$ cat src/rtl/ooo_pkg.sv
package ooo_pkg;

    parameter int NUM_AREGS = 8;
    parameter int NUM_SLOTS = 8;   // power of two
    parameter int DATA_W    = 16;
    parameter int OP_W      = 4;

    localparam int AREG_W = $clog2(NUM_AREGS);
    localparam int TAG_W  = $clog2(NUM_SLOTS);
    localparam int CNT_W  = $clog2(NUM_SLOTS + 1);

    typedef logic [TAG_W-1:0]  tag_t;
    typedef logic [AREG_W-1:0] areg_t;
    typedef logic [DATA_W-1:0] data_t;
    typedef logic [OP_W-1:0]   op_t;

    // Operand: present -> payload is a value, else low bits are a producer tag.
    typedef struct packed {
        logic  present;
        data_t payload;
    } opnd_t;

    typedef struct packed {
        logic  live;
        logic  started;
        op_t   op;
        opnd_t sa;
        opnd_t sb;
    } slot_t;

    function automatic tag_t tag_of(opnd_t o);
        return o.payload[TAG_W-1:0];
    endfunction

    function automatic logic opnd_hit(opnd_t o, logic v, tag_t t);
        return v && !o.present && (tag_of(o) == t);
    endfunction

    function automatic opnd_t opnd_fill(opnd_t o, logic v, tag_t t, data_t d);
        opnd_t r;
        r = o;
        if (opnd_hit(o, v, t)) begin
            r.present = 1'b1;
            r.payload = d;
        end
        return r;
    endfunction

endpackage

$ cat src/rtl/ooo_rename_map.sv
module ooo_rename_map
    import ooo_pkg::*;
(
    input  logic  clk,
    input  logic  rst,
    input  areg_t rd_a_idx,
    input  areg_t rd_b_idx,
    output opnd_t rd_a,
    output opnd_t rd_b,
    input  logic  ren_en,
    input  areg_t ren_idx,
    input  tag_t  ren_tag,
    input  logic  bc_valid,
    input  tag_t  bc_tag,
    input  data_t bc_data
);

    opnd_t map_q [NUM_AREGS];

    // Reads see a completion arriving in the same cycle.
    assign rd_a = opnd_fill(map_q[rd_a_idx], bc_valid, bc_tag, bc_data);
    assign rd_b = opnd_fill(map_q[rd_b_idx], bc_valid, bc_tag, bc_data);

    always_ff @(posedge clk) begin
        for (int r = 0; r < NUM_AREGS; r++) begin
            if (rst) begin
                map_q[r].present <= 1'b1;
                map_q[r].payload <= DATA_W'(r);
            end else if (ren_en && ren_idx == areg_t'(r)) begin
                map_q[r].present <= 1'b0;
                map_q[r].payload <= DATA_W'(ren_tag);
            end else begin
                map_q[r] <= opnd_fill(map_q[r], bc_valid, bc_tag, bc_data);
            end
        end
    end

    // a freshly renamed register waits on its producer.
    assert_renamed_pending_R4: assert property (@(posedge clk) disable iff (rst)
        ren_en |=> !map_q[$past(ren_idx)].present);

    for (genvar g = 0; g < NUM_AREGS; g++) begin : g_keep
        // a present entry is only ever changed by a rename.
        assert_value_kept_R9: assert property (@(posedge clk) disable iff (rst)
            (map_q[g].present && !(ren_en && ren_idx == areg_t'(g)))
            |=> (map_q[g] == $past(map_q[g])));
    end

endmodule

$ cat src/rtl/ooo_slot_store.sv
module ooo_slot_store
    import ooo_pkg::*;
(
    input  logic                 clk,
    input  logic                 rst,
    input  logic                 wr_en,
    input  tag_t                 wr_idx,
    input  op_t                  wr_op,
    input  opnd_t                wr_sa,
    input  opnd_t                wr_sb,
    input  logic                 go_en,
    input  tag_t                 go_idx,
    input  logic                 bc_valid,
    input  tag_t                 bc_tag,
    input  data_t                bc_data,
    output logic [NUM_SLOTS-1:0] ready_vec,
    output logic [NUM_SLOTS-1:0] live_vec,
    output op_t                  go_op,
    output data_t                go_a,
    output data_t                go_b
);

    slot_t slot_q [NUM_SLOTS];

    always_ff @(posedge clk) begin
        for (int i = 0; i < NUM_SLOTS; i++) begin
            if (rst) begin
                slot_q[i].live    <= 1'b0;
                slot_q[i].started <= 1'b0;
                slot_q[i].op      <= '0;
                slot_q[i].sa      <= '0;
                slot_q[i].sb      <= '0;
            end else if (wr_en && wr_idx == tag_t'(i)) begin
                slot_q[i].live    <= 1'b1;
                slot_q[i].started <= 1'b0;
                slot_q[i].op      <= wr_op;
                slot_q[i].sa      <= wr_sa;
                slot_q[i].sb      <= wr_sb;
            end else begin
                if (go_en && go_idx == tag_t'(i))
                    slot_q[i].started <= 1'b1;
                if (bc_valid && bc_tag == tag_t'(i))
                    slot_q[i].live <= 1'b0;
                slot_q[i].sa <= opnd_fill(slot_q[i].sa, bc_valid, bc_tag, bc_data);
                slot_q[i].sb <= opnd_fill(slot_q[i].sb, bc_valid, bc_tag, bc_data);
            end
        end
    end

    for (genvar g = 0; g < NUM_SLOTS; g++) begin : g_flags
        assign live_vec[g]  = slot_q[g].live;
        assign ready_vec[g] = slot_q[g].live && !slot_q[g].started
                              && slot_q[g].sa.present && slot_q[g].sb.present;
    end

    assign go_op = slot_q[go_idx].op;
    assign go_a  = slot_q[go_idx].sa.payload;
    assign go_b  = slot_q[go_idx].sb.payload;

    // the picker only grants ready slots, and a slot issues once.
    assert_issue_ready_R5: assert property (@(posedge clk) disable iff (rst)
        go_en |-> ready_vec[go_idx]);
    assert_issue_once_R5: assert property (@(posedge clk) disable iff (rst)
        go_en |=> !ready_vec[$past(go_idx)]);
    // a completion frees its slot.
    assert_done_frees_R8: assert property (@(posedge clk) disable iff (rst)
        bc_valid |=> !live_vec[$past(bc_tag)]);

endmodule

$ cat src/rtl/ooo_age_picker.sv
module ooo_age_picker
    import ooo_pkg::*;
(
    input  logic [NUM_SLOTS-1:0] req,
    input  tag_t                 base,
    output logic                 grant_valid,
    output tag_t                 grant_idx
);

    always_comb begin
        tag_t cand;
        grant_valid = 1'b0;
        grant_idx   = base;
        for (int k = 0; k < NUM_SLOTS; k++) begin
            cand = base + tag_t'(k);
            if (!grant_valid && req[cand]) begin
                grant_valid = 1'b1;
                grant_idx   = cand;
            end
        end
    end

endmodule

$ cat src/rtl/ooo_window.sv
module ooo_window
    import ooo_pkg::*;
(
    input  logic              clk,
    input  logic              rst,
    input  logic              in_valid,
    input  logic [OP_W-1:0]   in_op,
    input  logic [AREG_W-1:0] in_src_a,
    input  logic [AREG_W-1:0] in_src_b,
    input  logic [AREG_W-1:0] in_dst,
    output logic              in_ready,
    output logic [TAG_W-1:0]  in_tag,
    output logic              issue_valid,
    output logic [TAG_W-1:0]  issue_tag,
    output logic [OP_W-1:0]   issue_op,
    output logic [DATA_W-1:0] issue_a,
    output logic [DATA_W-1:0] issue_b,
    input  logic              done_valid,
    input  logic [TAG_W-1:0]  done_tag,
    input  logic [DATA_W-1:0] done_data,
    output logic              retire_valid,
    output logic [TAG_W-1:0]  retire_tag
);

    tag_t             alloc_ptr;
    tag_t             free_ptr;
    logic [CNT_W-1:0] occ_q;

    logic [NUM_SLOTS-1:0] ready_vec;
    logic [NUM_SLOTS-1:0] live_vec;
    opnd_t                src_a_lk;
    opnd_t                src_b_lk;
    logic                 alloc_fire;
    logic                 retire_fire;
    logic                 full;

    assign full        = (occ_q == CNT_W'(NUM_SLOTS));
    assign alloc_fire  = in_valid && !full;
    assign retire_fire = (occ_q != '0) && !live_vec[free_ptr];

    ooo_rename_map u_map (
        .clk      (clk),
        .rst      (rst),
        .rd_a_idx (in_src_a),
        .rd_b_idx (in_src_b),
        .rd_a     (src_a_lk),
        .rd_b     (src_b_lk),
        .ren_en   (alloc_fire),
        .ren_idx  (in_dst),
        .ren_tag  (alloc_ptr),
        .bc_valid (done_valid),
        .bc_tag   (done_tag),
        .bc_data  (done_data)
    );

    ooo_age_picker u_pick (
        .req         (ready_vec),
        .base        (free_ptr),
        .grant_valid (issue_valid),
        .grant_idx   (issue_tag)
    );

    ooo_slot_store u_slots (
        .clk       (clk),
        .rst       (rst),
        .wr_en     (alloc_fire),
        .wr_idx    (alloc_ptr),
        .wr_op     (in_op),
        .wr_sa     (src_a_lk),
        .wr_sb     (src_b_lk),
        .go_en     (issue_valid),
        .go_idx    (issue_tag),
        .bc_valid  (done_valid),
        .bc_tag    (done_tag),
        .bc_data   (done_data),
        .ready_vec (ready_vec),
        .live_vec  (live_vec),
        .go_op     (issue_op),
        .go_a      (issue_a),
        .go_b      (issue_b)
    );

    always_ff @(posedge clk) begin
        if (rst) begin
            alloc_ptr <= '0;
            free_ptr  <= '0;
            occ_q     <= '0;
        end else begin
            if (alloc_fire)
                alloc_ptr <= alloc_ptr + 1'b1;
            if (retire_fire)
                free_ptr <= free_ptr + 1'b1;
            occ_q <= occ_q + CNT_W'(alloc_fire) - CNT_W'(retire_fire);
        end
    end

    assign in_ready     = !full;
    assign in_tag       = alloc_ptr;
    assign retire_valid = retire_fire;
    assign retire_tag   = free_ptr;

    // occupancy bounded, and a full window does not move its allocation point.
    assert_no_overflow_R10: assert property (@(posedge clk) disable iff (rst)
        occ_q <= CNT_W'(NUM_SLOTS));
    assert_full_holds_tag_R10: assert property (@(posedge clk) disable iff (rst)
        !in_ready |=> $stable(in_tag));
    // retirement visits tags in order.
    assert_retire_order_R8: assert property (@(posedge clk) disable iff (rst)
        retire_valid |=> (retire_tag == TAG_W'($past(retire_tag) + 1'b1)));

endmodule

$ cat config.mk
export PLATFORM = sky130hd
export DESIGN_NAME = ooo_window
export DESIGN_NICKNAME = d
export VERILOG_FILES = /design/src/rtl/ooo_pkg.sv /design/src/rtl/ooo_rename_map.sv /design/src/rtl/ooo_slot_store.sv /design/src/rtl/ooo_age_picker.sv /design/src/rtl/ooo_window.sv
export SDC_FILE = /design/constraint.sdc
export NUM_CORES = 1
export LEC_CHECK = 0
export BUFFER_PORTS_ARGS = -buffer_cell sky130_fd_sc_hd__buf_4
export CELL_PAD_IN_SITES_DETAIL_PLACEMENT = 1
export CELL_PAD_IN_SITES_GLOBAL_PLACEMENT = 2
export CORE_MARGIN = 10
export CORE_UTILIZATION = 48
export CTS_CLUSTER_SIZE = 25
export DETAILED_ROUTE_END_ITERATION = 16
export PLACE_DENSITY_LB_ADDON = 0.05
export SYNTH_ARGS = -nofsm -noshare
export SYNTH_HDL_FRONTEND = slang
export SYNTH_SLANG_ARGS = --single-unit
$ cat constraint.sdc
create_clock -name clk -period 10.15 [get_ports clk]
set_clock_uncertainty 0.05 [all_clocks]
set_input_delay 2.03 -clock clk [delete_from_list [all_inputs] [get_ports clk]]
set_output_delay 2.03 -clock clk [all_outputs]
set_load 0.05 [all_outputs]
[After elaboration in Yosys (flattened, before gate mapping)]
Memory sizes are Yosys's and may differ from the RTL's.
Cells that the tools add are included.
Word-level totals
  word-level logic and storage cells: 720
  bits in registers: 10
  RAM bits: 456
  output and inout bits: 48
  memories: 2
Operators by class
  bitwise logic cells: 104
  add/subtract/negate cells: 10
  eq/ne operators: 55
  reduce and logical (&&, ||, !) cells: 165
  $lt $le $gt $ge: 8
  muxes and demuxes: 373
Memories
  u_slots.slot_q: depth 8, width 40, rd ports 9, clocked after Yosys merged registers in 0, write ports 8, line ooo_slot_store.sv:23  | slot_t slot_q [NUM_SLOTS];
  u_map.map_q: depth 8, width 17, rd ports 10, clocked after Yosys merged registers in 0, write ports 8, line ooo_rename_map.sv:18  | opnd_t map_q [NUM_AREGS];
Operators with widths (count)
  two-way mux 17 bit: 106
  two-way mux 16 bit: 16
  two-way mux 1 bit: 227
  logical AND 1 bit: 117
  OR 1 bit: 104
  == test 3 bit: 26
  == test 3 bit, second input constant: 16
  zero test 1 bit: 43
  < comparator 3 x 4 -> 1 bit, second input constant: 8
  two-way mux 4 bit: 8
  binary-select mux 1 bit (select 3 bit): 9
  == test 3 x 2 -> 1 bit, second input constant: 8
  two-way mux 3 bit: 7
  adder 3 bit, second input constant: 4
  == test 3 x 1 -> 1 bit, second input constant: 4
  zero test 3 bit: 4
  adder 3 x 1 -> 3 bit, second input constant: 2
  adder 3 x 2 -> 3 bit, second input constant: 2
  adder 4 x 1 -> 4 bit: 1
  == test 4 bit, second input constant: 1
  nonzero test 4 bit: 1
  subtractor 4 x 1 -> 4 bit: 1

[Depth between registers and ports, before layout]
Gate-level depths: netlist of run 1.
An unclocked memory read counts as a cell.
  depth after elaboration: 36
  depth in mapped cells: 15
  gate-level depth less buffers: 12

[By module]
Synthesis of run 1 repeated with hierarchy kept, for this count alone.
Unflattened totals
  cells, all modules: 1889
  area total of the unflattened synthesis: 25814.8 sq um
By module, submodules not included
  ooo_slot_store: times used 1, cells an instance 1144, area an instance 16125.5 sq um
  ooo_rename_map: times used 1, cells an instance 591, area an instance 8251.7 sq um
  ooo_age_picker: times used 1, cells an instance 89, area an instance 812.0 sq um
  ooo_window: times used 1, cells an instance 65, area an instance 625.6 sq um

[Worst setup path before layout of run 1]
No wires, ideal clock.
  path kind: reg2out
  from: register free_ptr[0] (netlist: retire_tag[0])
  to: output port issue_a[13]
  required time: 8.070 ns
  setup slack: 3.748 ns
  arrival time: 4.322 ns
  cell stages (with the launch flop): 13
  buffers on the path: 2
  cells stage by stage: dfxtp_1 inv_2 ha_1 buf_2 mux2i_1 mux4_2 a32o_1 a21oi_1 a221oi_1 o22ai_1 clkbuf_1 mux4_2 mux2_2
On the way
  cells in the longest elaborated chain, start to end: 25
RTL lines
  start: declaration: line ooo_window.sv:26  | tag_t free_ptr;
  start signal: assignment: line ooo_window.sv:92  | free_ptr <= free_ptr + 1'b1;
  branches (longest 23 deep; another with adder 3 x 1 -> 3 bit)
  two-way mux 3 bit *: line ooo_age_picker.sv:16  | if (!grant_valid && req[cand]) begin
  via issue_tag[1]: line ooo_window.sv:14  | output logic [TAG_W-1:0] issue_tag,
  memory read (8 x 40 bit) *
  end: declaration: line ooo_window.sv:16  | output logic [DATA_W-1:0] issue_a,
Mark *: on every way through the listed nets, which the timed path passes. The select of a mux whose other input is x is not followed.

[Worst setup path after layout of run 1]
  from: register free_ptr[1] (netlist: retire_tag[1])
  to: output port issue_a[0]
On the way
  cells in the longest elaborated chain, start to end: 25
RTL lines (line)
  branches (longest 23 deep; another with adder 3 x 1 -> 3 bit)
  two-way mux 3 bit *: ooo_age_picker.sv:16
  memory read (8 x 40 bit) *
Mark *: on every way between the ends. The select of a mux whose other input is x is not followed.

==> metrics.md, run 1 <==
| Metric | Value |
|---|---|
| Met2 GRT Util | `around 45%` |
| Synthesis-to-finish area growth | `13.4%` |
| TNS Setup | `0 ps` |
| CP endpoint kind | `output pin` |
| Final-report hold violation count | `0` |
| Multi-input logic area | `about 11,000 um2` |
| Floorplan die height | `approximately 250 um` |
| Top FF cell, synth | `edfxtp_1` |
| Hold crit path type | `flop to flop` |
| Startpoint types | `flop` |
| Antenna Cells | `0` |
| H-tree Lvls | `2` |
| GR peak layer | `met2` |
| Vias in the first global route | `roughly 18,000` |
| Syn_nets | `around 2,000` |
| Vias | `approximately 17,000` |
| Unrepaired setup endpoints after global routing | `no` |
| Register area | `roughly 14,000 um2` |
| Gr ovfl total | `0` |
| Post-Syn Instances | `1,905` |
| Final setup violation count | `0` |
| Worst setup margin | `2050 ps` |
| Drt pass-1 iters | `6` |
| Post-cts gate resize count | `0` |
| GRT Overall Usage | `27.7%` |
| Worst setup path start | `retire_tag[1]` |
| Clk buf depth | `3` |
| Die ar. | `about 60,000 um2` |
| Asr flop ratio synth | `0%` |
| Commonest cells in the synthesized netlist | `edfxtp_1, o21ai_0, nand2_1` |
| Slew @ Worst Pin | `1210 ps` |
| Leak | `about 10 nW` |
| Chip width | `about 250 um` |
| CTS Hold Buffers Added | `0` |
| Clock-pin slew on the worst setup and hold paths | `about 60 ps` |
| Postcts setup bufs | `0` |
| CTS tree | `done` |
| Share of layout cells above drive strength 1 | `between 20 and 25%` |
| Nets | `between 1,500 and 2,000` |
| CTS Root Cell | `clkbuf_16` |
| Biggest area consumer among synthesized cells | `edfxtp_1` |
| Top-area cell type share of the netlist area | `around 55%` |
| Crit Path Category | `flop to output pin` |
| Pwr/cell area | `326 nW/um2` |
| # port buffers | `83` |
| Syn Std Cell Area | `roughly 25,000 um2` |
| Final Wtd Congestion | `0.864` |
| Max Cap Viol | `0` |
| CP arrival | `around 6000 ps` |
| EDFF count, synth | `455` |
| Ranking of synthesized cells by area | `edfxtp_1, mux4_2, o21ai_0, and2_1, nand2_1` |
| Initial antenna violation count | `1` |
| First-pass GRT wire length | `roughly 120,000 um` |
| Fmax achieved | `123 MHz` |
| Syn_area_per_cell | `~13 um2` |
| Synth cell types | `69` |
| # rows | `between 80 and 90` |
| Met3 usage | `5.69%` |
| Status | `finished clean` |
| Yosys warns | `0` |
| Core area | `between 50,000 and 60,000 um2` |
| Number of remaining DRC errors | `0` |
| Post-DP HPWL | `roughly 54,000 um` |
| Final ANT Viol Nets | `0` |
| Reg-to-reg critical path startpoint | `retire_tag[1]` |
| Largest net degree at the start of global routing | `71` |
| Io pins | `84` |
| Largest fanout on the critical path | `70` |
| FILL cells | `5,032` |
| Final Core Density | `between 50 and 60%` |
| Pre-CTS setup slack | `about 2800 ps` |
| Tmin final | `roughly 8000 ps` |
| Worst VDD drop | `between 0.4 and 0.5 mV` |
| Dominant cell by count in the synthesized netlist | `edfxtp_1` |
| Final cycle utilization of the critical path | `79.8%` |
| CTS Buf Count | `50` |
| Slew Viols, Final | `0` |
| Clk_lat worst skew | `610 ps` |
| CTS sink count | `approximately 470` |
| Worst EP required | `between 8000 and 9000 ps` |
| Slew HR | `18.7%` |
| Min-delay src | `u_map.map_q[4][16]` |
| WL final | `83,900 um` |
| Sequential fraction of the synthesis area | `56.2%` |
| Number of synthesized register bits | `466` |
| Wire per inst | `31.5 um` |
| Starting Density | `48.3%` |
| Drt via density | `6.47` |
| Drt initial violations | `slightly below 2,000` |
| Grt met1 use | `37.3%` |
==> per-stage QoR <==
step | hold WS [ps] | cell area, um2 | power (mW) | instances
final | 538 | 28000 | 9.14 | 2660
after global routing | 574 | 28000 | 9.53 | 2660
after CTS | 534 | 28000 | 9.20 | 2660
after detailed placement | 529 | 26400 | 7.40 | 2570
after global placement | 496 | 26400 | 7.31 | 2570
after floorplan | 447 | 24700 | 5.97 | 1905
==> power by group <==
part / internal (mW) / switching (mW)
Clock: 1.02 / 0.788
Sequential: 2.38 / 0.141
Combinational: 1.83 / 2.98
Total: 5.23 / 3.91
==> layout by cell type, fill, tap and decap left out, types with 9 or more instances in the layout <==
master     Yosys  layout
o22ai_1       10       9
xnor2_1       37      37
nand2b_1      13      13
nor2_1        74      74
xor2_1        49      49
edfxtp_1     455     455
and3_1        23      23
mux2_2        42      42
a21oi_1       57      52
clkbuf_16      0      51
o21ai_0      280     280
mux4_2       149     149
dfxtp_1       11      11
o31ai_4        0      23
inv_1         34      34
nand3b_1      24      24
clkinv_1       2      13
ha_1          14      14
nor3_1        15      15
and2_1       121     121
nand2_1      182     181
mux2i_1       47      47
buf_4          2     128
==> cells by family (layout without fill, tap and decap cells) <==
| family | count (synthesis) | count (layout) | share of synthesized area [%] |
|---|---|---|---|
| compound gates | 415 | 415 | 9.26 |
| xor+xnor | 87 | 87 | 3.11 |
| fa+ha+maj | 15 | 15 | 0.790 |
| buf+inv | 184 | 259 | 2.92 |
| flops | 466 | 466 | 56.2 |
| mux | 238 | 238 | 17.4 |
| simple gates | 500 | 500 | 10.3 |
==> layout make-up <==
class | instances | area share, %
Timing Repair Buffer | 130 | 3.57
Clock inverter | 31 | 1.01
Multi-Input combinational cell | 1255 | 37.6
Sequential cell | 466 | 49.5
Clock buffer | 59 | 4.66
Tap cell | 680 | 3.04
Inverter | 39 | 0.531
==> metal layers <==
layer / vias up / share of wire, %
met4: 0 / 2.4
li1: 7322 / -
met5: - / 0
met3: 127 / 8.5
met1: 8995 / 41
met2: 775 / 48
==> critical path, cell delays in order (launching register included) <==
cell and delay [ps]:
dfxtp_1 950, inv_2 180, ha_1 690, or2_2 230, o22ai_1 120, o21bai_1 390, nand4_4 230, o41ai_1 460
a31oi_1 170, xnor2_4 220, buf_12 460, inv_4 190, mux4_2 500, mux2_2 310, buf_4 200
==> flip-flops by register name, indices dropped and copies added (netlist names) <==
register	flops
u_slots.slot_q	320
in_tag	3
u_map.map_q	136
occ_q	4
retire_tag	3
==> worst paths after layout <==
| path | slack (ps) | cells after the start | end |
|---|---|---|---|
| setup / recovery | 2050 | 14 | issue_a[0] |
| hold / removal | 540 | 2 | u_map.map_q[4][16] |
| setup reg to reg | 5090 | 12 | u_slots.slot_q[2][38] |
| hold reg to reg | 540 | 2 | u_map.map_q[4][16] |
Power figures use the tool's default switching activity.
==> run 2, diff against run 1 <==
--- a/config.mk
+++ b/config.mk
@@ -9,7 +9,7 @@
 export CELL_PAD_IN_SITES_DETAIL_PLACEMENT = 1
 export CELL_PAD_IN_SITES_GLOBAL_PLACEMENT = 2
 export CORE_MARGIN = 10
-export CORE_UTILIZATION = 48
+export CORE_UTILIZATION = 45
 export CTS_CLUSTER_SIZE = 25
 export DETAILED_ROUTE_END_ITERATION = 16
 export PLACE_DENSITY_LB_ADDON = 0.05
==> constraint.sdc (replaced) <==
create_clock -name clk -period 7.8 [get_ports clk]
set_clock_uncertainty 0.05 [all_clocks]
set_input_delay 1.56 -clock clk [delete_from_list [all_inputs] [get_ports clk]]
set_output_delay 1.56 -clock clk [all_outputs]
set_load 0.05 [all_outputs]
==> run 2 against run 1 <==
  * Flip-flop and latch count unchanged
  * First-iteration DRC count shrank 8.5%
  * Sequential power is 29% higher
  * Clock-buffer cell count is 3 higher
  * Via count fell by 0.13%
  * Worst setup slack got worse by 1300 ps
  * Routed wire length up 0.49%
  * Hold slack got worse by 22 ps
  * Critical path type unchanged
  * Register-to-register slack worse by 2100 ps
  * Cell area is 0.44% higher
==> metrics.md, run 2 (synthesis results as in run 1) <==
| Metric | Value |
|---|---|
| Status | `finished clean (unchanged)` |
| Number of remaining DRC errors | `0 (unchanged)` |
| Clock-pin slew on the worst setup and hold paths | `60 ps (about the same)` |
| Placement Cell Area | `26,500 um2 (was 26,400 um2)` |
| GR peak layer | `met2 (unchanged)` |
| Largest fanout on the critical path | `42 (was 70)` |
| FILL cells | `5,324 (was 5,032)` |
| Share of layout cells above drive strength 1 | `22.7% (was 22.4%)` |
| CTS Root Cell | `clkbuf_16 (unchanged)` |
| Worst EP required | `6190 ps (was 8070 ps)` |
| Clk buf depth | `3 (unchanged)` |
| Pwr/cell area | `426 nW/um2 (was 326 nW/um2)` |
| Starting Density | `45.7% (was 48.3%)` |
| # port buffers | `83 (unchanged)` |
| GRT Overall Usage | `26.2% (was 27.7%)` |
| Antenna Cells | `0 (unchanged)` |
| R2R Path End | `u_slots.slot_q[7][38] (was u_slots.slot_q[2][38])` |
| Hold crit path type | `flop to flop (unchanged)` |
| Gr ovfl total | `0 (unchanged)` |
| Largest register FFs | `320 (unchanged)` |
| Crit Path Category | `flop to output pin (unchanged)` |
| Final Instance Area | `28,100 um2 (was 28,000 um2)` |
| Slew @ Worst Pin | `1190 ps (was 1210 ps)` |
| Postcts setup bufs | `0 (unchanged)` |
| Final setup violation count | `0 (unchanged)` |
| Io pins | `84 (unchanged)` |
| Synthesis-to-finish area growth | `13.9% (was 13.4%)` |
| First-pass GRT wire length | `124,000 um (was 123,000 um)` |
| Wire per inst | `31.4 um (was 31.5 um)` |
| Chip width | `254 um (was 247 um)` |
| Slew HR | `20.7% (was 18.7%)` |
| Grt met1 use | `36.5% (was 37.3%)` |
| Unrepaired setup endpoints after global routing | `no (unchanged)` |
| Worst VDD drop | `0.397 mV (was 0.416 mV)` |
| CP arrival | `5400 ps (was 6020 ps)` |
| Slowest stage delay, CP | `680 ps (was 950 ps)` |
| Startpoint types | `flop (unchanged)` |
| CTS Hold Buffers Added | `0 (unchanged)` |
| Commonest non-fill, non-tap cells in the layout | `edfxtp_1, o21ai_0, nand2_1 (unchanged)` |
| CP endpoint kind | `output pin (unchanged)` |
| WL final | `84,300 um (was 83,900 um)` |
| Met3 usage | `4.70% (was 5.69%)` |
| Leak | `10.1 nW (was 10.0 nW)` |
| Min-delay src | `u_map.map_q[4][16] (unchanged)` |
| Vias in the first global route | `17,800 (was 18,100)` |
| Nets | `2,000 (was 1,993)` |
| Met2 GRT Util | `42.1% (was 44.6%)` |
| Slowest CP cell | `buf_4 (was dfxtp_1)` |
| Commonest non-fill, non-tap cell in the layout | `edfxtp_1 (unchanged)` |
| Drt via density | `6.40 (was 6.47)` |
| Drt pass-1 iters | `6 (unchanged)` |
| H-tree Lvls | `2 (unchanged)` |
| Final Wtd Congestion | `0.878 (was 0.864)` |
| Initial antenna violation count | `3 (was 1)` |
| Hold_ws | `516 ps (was 538 ps)` |
| Core area | `54,100 um2 (was 51,200 um2)` |
| Final ANT Viol Nets | `0 (unchanged)` |
| Floorplan die height | `254 um (was 247 um)` |
| CTS Buf Count | `51 (was 50)` |
| Post-cts gate resize count | `0 (unchanged)` |
| Slew Viols, Final | `0 (unchanged)` |
| TNS Setup | `0 ps (unchanged)` |
| Drt initial violations | `1,796 (was 1,963)` |
| Worst hold endpoint | `u_map.map_q[4][16] (unchanged)` |
| Clk_lat worst skew | `640 ps (was 610 ps)` |
| Largest regs | `u_slots.slot_q x320, u_map.map_q x136, occ_q x4 (unchanged)` |
| Cell-by-cell listing of the critical path | `inv_2 > ha_1 > or2_2 > o22ai_1 > or2_2 > mux2i_1 > o41ai_1 > a31oi_1 > xnor2_4 > buf_4 > mux4_2 > mux2_2 > buf_4 (was inv_2 > ha_1 > or2_2 > o22ai_1 > o21bai_1 > nand4_4 > o41ai_1 > a31oi_1 > xnor2_4 > buf_12 > inv_4 > mux4_2 > mux2_2 > buf_4)` |
| Final cycle utilization of the critical path | `about nine tenths` |
| Post-DP HPWL | `55,000 um (was 54,100 um)` |
| Die ar. | `64,700 um2 (was 61,000 um2)` |
| Max Cap Viol | `0 (unchanged)` |
| Vias | `17,200 (about the same)` |
| Cells on worst reg2reg path | `12 (unchanged)` |
| Reg-to-reg critical path startpoint | `retire_tag[0] (was retire_tag[1])` |
| Tmin final | `around 7000 ps` |
| CTS sink count | `466 (unchanged)` |
| FF-to-FF setup slack | `2990 ps (was 5090 ps)` |
| Fmax achieved | `about 140 MHz` |
| CTS tree | `done (unchanged)` |
| Hold path cells | `2 (unchanged)` |
| # rows | `85 (was 83)` |
| Largest net degree at the start of global routing | `43 (was 71)` |
| Largest Register | `u_slots.slot_q (unchanged)` |
| Final-report hold violation count | `0 (unchanged)` |
run 2: area by class of cell:
cell class / instances / area (um2) / share of cell area [%]
sequential: 466 / 13900 / 49.3
tap: 696 / 871 / 3.09
clock inverter: 32 / 307 / 1.09
multi-input combinational: 1255 / 10600 / 37.5
clock buffer: 62 / 1340 / 4.75
timing repair buffer: 136 / 1030 / 3.67
inverter: 39 / 149 / 0.529
run 2: critical path, delay by kind of cell (launching register included):
family,cells,cell delay [ps]
DFF,1,350
buffers and inverters,3,1010
muxes,3,1350
adders and majority gates,1,660
xor gates and xnor gates,1,170
AOI/OAI and AO/OA,3,650
and+or+nand+nor,2,560
run 2: how the worst max path moves through the flow:
stage                  end          start  slack (ps)
2_1_floorplan  issue_a[13]  retire_tag[0]        1870
3_3_place_gp    issue_a[5]  retire_tag[0]        1520
3_5_place_dp    issue_a[5]  retire_tag[0]        1360
4_1_cts         issue_a[5]  retire_tag[0]         710
5_1_grt         issue_a[5]  retire_tag[0]         370
6_report        issue_a[5]  retire_tag[0]         790
run 2: per-stage QoR:
step	total power [mW]	util [%]	setup slack, ps	instances
3_5_place_dp	9.67	49.0	1360	2592
6_report	12.0	52.0	790	2686
5_1_grt	12.5	52.0	368	2686
3_3_place_gp	9.56	49.0	1520	2592
2_1_floorplan	7.77	-	1870	1905
4_1_cts	12.1	52.0	715	2686
run 2: per-layer routing:
metal,vias up,share of wire [%]
li1,7351,-
met1,8925,42
met2,787,47
met3,134,8.1
met4,0,2.4
met5,-,0
run 2: where the power goes:
group,switching (mW),internal (mW)
Sequential,0.148,3.10
Clock,1.06,1.36
Combinational,3.95,2.39
Total,5.15,6.85
==> run 3, diff against run 2 <==
==> constraint.sdc (replaced) <==
create_clock -name clk -period 7.8 [get_ports clk]
set_clock_uncertainty 0.05 [all_clocks]
set_input_delay 0.39 -clock clk [delete_from_list [all_inputs] [get_ports clk]]
set_output_delay 0.39 -clock clk [all_outputs]
set_load 0.05 [all_outputs]
==> run 3 against run 2 <==
  * Clock-buffer cell count is 3 lower
  * Routed wire length is 0.49% lower
  * Non-clock buffer count decreased by 2
  * Cell area rose by 0.56%
  * Combinational power is 0.6% lower
  * Worst setup slack better by 310 ps
  * Core utilization increased by 0.29 points
  * Sequential share of layout area fell by 0.28 points
  * First-iteration DRC count decreased by 8.1%
==> metrics.md, run 3 (synthesis results as in run 1) <==
| Metric | Value |
|---|---|
| Pwr/cell area | `432 nW/um2 (was 426 nW/um2)` |
| CP Capture Point | `issue_a[2] (was issue_a[5])` |
| Final cycle utilization of the critical path | `85.9% (was 89.9%)` |
| Gr ovfl total | `0 (unchanged)` |
| Largest regs | `u_slots.slot_q x320, u_map.map_q x136, occ_q x4 (unchanged)` |
| Drt initial violations | `1,651 (was 1,796)` |
| Share of layout cells above drive strength 1 | `23.0% (was 22.7%)` |
| Worst EP required | `7360 ps (was 6190 ps)` |
| Starting Density | `45.7% (unchanged)` |
| Met2 GRT Util | `42.2% (was 42.1%)` |
| Leak | `10.2 nW (was 10.1 nW)` |
| Worst VDD drop | `0.712 mV (was 0.397 mV)` |
| Unrepaired setup endpoints after global routing | `no (unchanged)` |
| CTS Root Cell | `clkbuf_16 (unchanged)` |
| Clock-pin slew on the worst setup and hold paths | `60 ps (about the same)` |
| Largest fanout on the critical path | `42 (unchanged)` |
| Worst setup path start | `retire_tag[0] (unchanged)` |
| Slew @ Worst Pin | `1140 ps (was 1190 ps)` |
| Drt via density | `6.43 (was 6.40)` |
| GR peak layer | `met2 (unchanged)` |
| Final ANT Viol Nets | `0 (unchanged)` |
| Number of remaining DRC errors | `0 (unchanged)` |
| Final-report hold violation count | `0 (unchanged)` |
| FILL cells | `5,339 (was 5,324)` |
| Fin cells | `2,687 (was 2,686)` |
| Commonest non-fill, non-tap cell in the layout | `edfxtp_1 (unchanged)` |
| Clk_lat worst skew | `630 ps (was 640 ps)` |
| # rows | `85 (unchanged)` |
| Post-cts gate resize count | `0 (unchanged)` |
| First-pass GRT wire length | `123,000 um (was 124,000 um)` |
| Slew HR | `23.7% (was 20.7%)` |
| Clk buf depth | `3 (unchanged)` |
| CP endpoint kind | `output pin (unchanged)` |
| Floorplan die height | `254 um (unchanged)` |
| Largest net degree at the start of global routing | `61 (was 43)` |
| Startpoint types | `flop (unchanged)` |
| CTS sink count | `466 (unchanged)` |
| Postcts setup bufs | `0 (unchanged)` |
| # port buffers | `83 (unchanged)` |
| CTS Hold Buffers Added | `0 (unchanged)` |
| WL final | `83,900 um (was 84,300 um)` |
| Io pins | `84 (unchanged)` |
| Fmax achieved | `149 MHz (was 143 MHz)` |
| Cells on worst reg2reg path | `13 (was 12)` |
| Nets | `1,999 (was 2,000)` |
| Commonest non-fill, non-tap cells in the layout | `edfxtp_1, o21ai_0, nand2_1 (unchanged)` |
| Max Cap Viol | `0 (unchanged)` |
| CTS Buf Count | `52 (was 51)` |
| Crit Path Category | `flop to output pin (unchanged)` |
| Antenna Cells | `0 (unchanged)` |
| Final Instance Area | `28,300 um2 (was 28,100 um2)` |
| Initial antenna violation count | `0 (was 3)` |
| Largest Register | `u_slots.slot_q (unchanged)` |
| TNS Setup | `0 ps (unchanged)` |
| Hold path cells | `2 (unchanged)` |
| Vias in the first global route | `17,800 (about the same)` |
| Wire per inst | `31.2 um (was 31.4 um)` |
| Hold crit path type | `input pin to flop (was flop to flop)` |
| Post-DP HPWL | `54,100 um (was 55,000 um)` |
| Slew Viols, Final | `0 (unchanged)` |
| Vias | `17,300 (was 17,200)` |
| Synthesis-to-finish area growth | `14.5% (was 13.9%)` |
| Die ar. | `64,700 um2 (unchanged)` |
| CTS tree | `done (unchanged)` |
| Final setup violation count | `0 (unchanged)` |
| Final Wtd Congestion | `0.884 (was 0.878)` |
| GRT Overall Usage | `26.0% (was 26.2%)` |
| Placement Cell Area | `26,500 um2 (about the same)` |
| Drt pass-1 iters | `6 (unchanged)` |
| Met3 usage | `4.74% (was 4.70%)` |
| CP arrival | `6260 ps (was 5400 ps)` |
| H-tree Lvls | `2 (unchanged)` |
| Core area | `54,100 um2 (unchanged)` |
| Tmin final | `6700 ps (was 7010 ps)` |
| R2R Path End | `u_slots.slot_q[5][38] (was u_slots.slot_q[7][38])` |
| Largest register FFs | `320 (unchanged)` |
| Final Core Density | `52.3% (was 52.0%)` |
| Grt met1 use | `35.9% (was 36.5%)` |
| Status | `finished clean (unchanged)` |
| Reg-to-reg critical path startpoint | `retire_tag[0] (unchanged)` |
| Chip width | `254 um (unchanged)` |
| FF-to-FF setup slack | `2480 ps (was 2990 ps)` |
| Placed cells | `2,590 (was 2,592)` |
## run 3: cell types whose count changed in the layout (fill, tap and decap cells not counted), sizes merged
cell / before / now
bufinv: 4 / 10
clkinvlp: 1 / 0
clkbuf: 62 / 59
buf: 136 / 134
clkinv: 29 / 30
## run 3: critical path, cell delays in order, from the launching register on
cell	delay (ps)
dfxtp_1	780
inv_2	290
ha_1	720
or2_2	230
o22ai_1	110
or2_2	330
mux2i_1	420
o41ai_1	150
a31oi_1	450
xnor2_4	170
buf_4	740
inv_4	180
mux4_2	480
mux2_2	320
buf_4	200
## run 3: how the worst min path moves through the flow
stage | endpoint | startpoint
floorplan | u_map.map_q[4][16] | u_map.map_q[4][16]
global placement | u_map.map_q[4][16] | u_map.map_q[4][16]
detailed placement | u_map.map_q[4][16] | u_map.map_q[4][16]
CTS | u_slots.slot_q[4][36] | in_op[2]
global route | u_slots.slot_q[4][36] | in_op[2]
finish | u_slots.slot_q[5][34] | in_op[0]
## run 3: report_power, final
group | leakage [nW] | switching (mW) | total (mW) | internal [mW]
combinational | 4.54 | 3.93 | 6.30 | 2.37
sequential | 4.72 | 0.166 | 3.27 | 3.10
clock | 0.895 | 1.09 | 2.65 | 1.56
## run 3: layer usage
metal,vias up,part of all wire [%],wire [um]
met2,755,47,39700
met3,109,8.0,6720
met5,-,0,0
met4,0,1.8,1540
met1,9072,43,35900
li1,7348,-,-
## run 3: layout make-up
cell class | count | area [um2] | share of cell area (%)
flip-flops and latches | 466 | 13900 | 49.0
multi-input cells | 1255 | 10600 | 37.3
well taps | 696 | 871 | 3.08
clock buffers | 59 | 1330 | 4.69
repair buffers | 134 | 1020 | 3.60
clock inverters | 38 | 493 | 1.74
inverters | 39 | 149 | 0.526
## run 3: per-stage QoR
step           power [mW]  hold WS, ps  worst slack (ps)
2_1_floorplan        7.77          447              3040
3_3_place_gp         9.58          494              1970
3_5_place_dp         9.67          531              1770
4_1_cts              12.3         45.7              1090
5_1_grt              12.7         63.6               625
6_report             12.2         72.2              1100
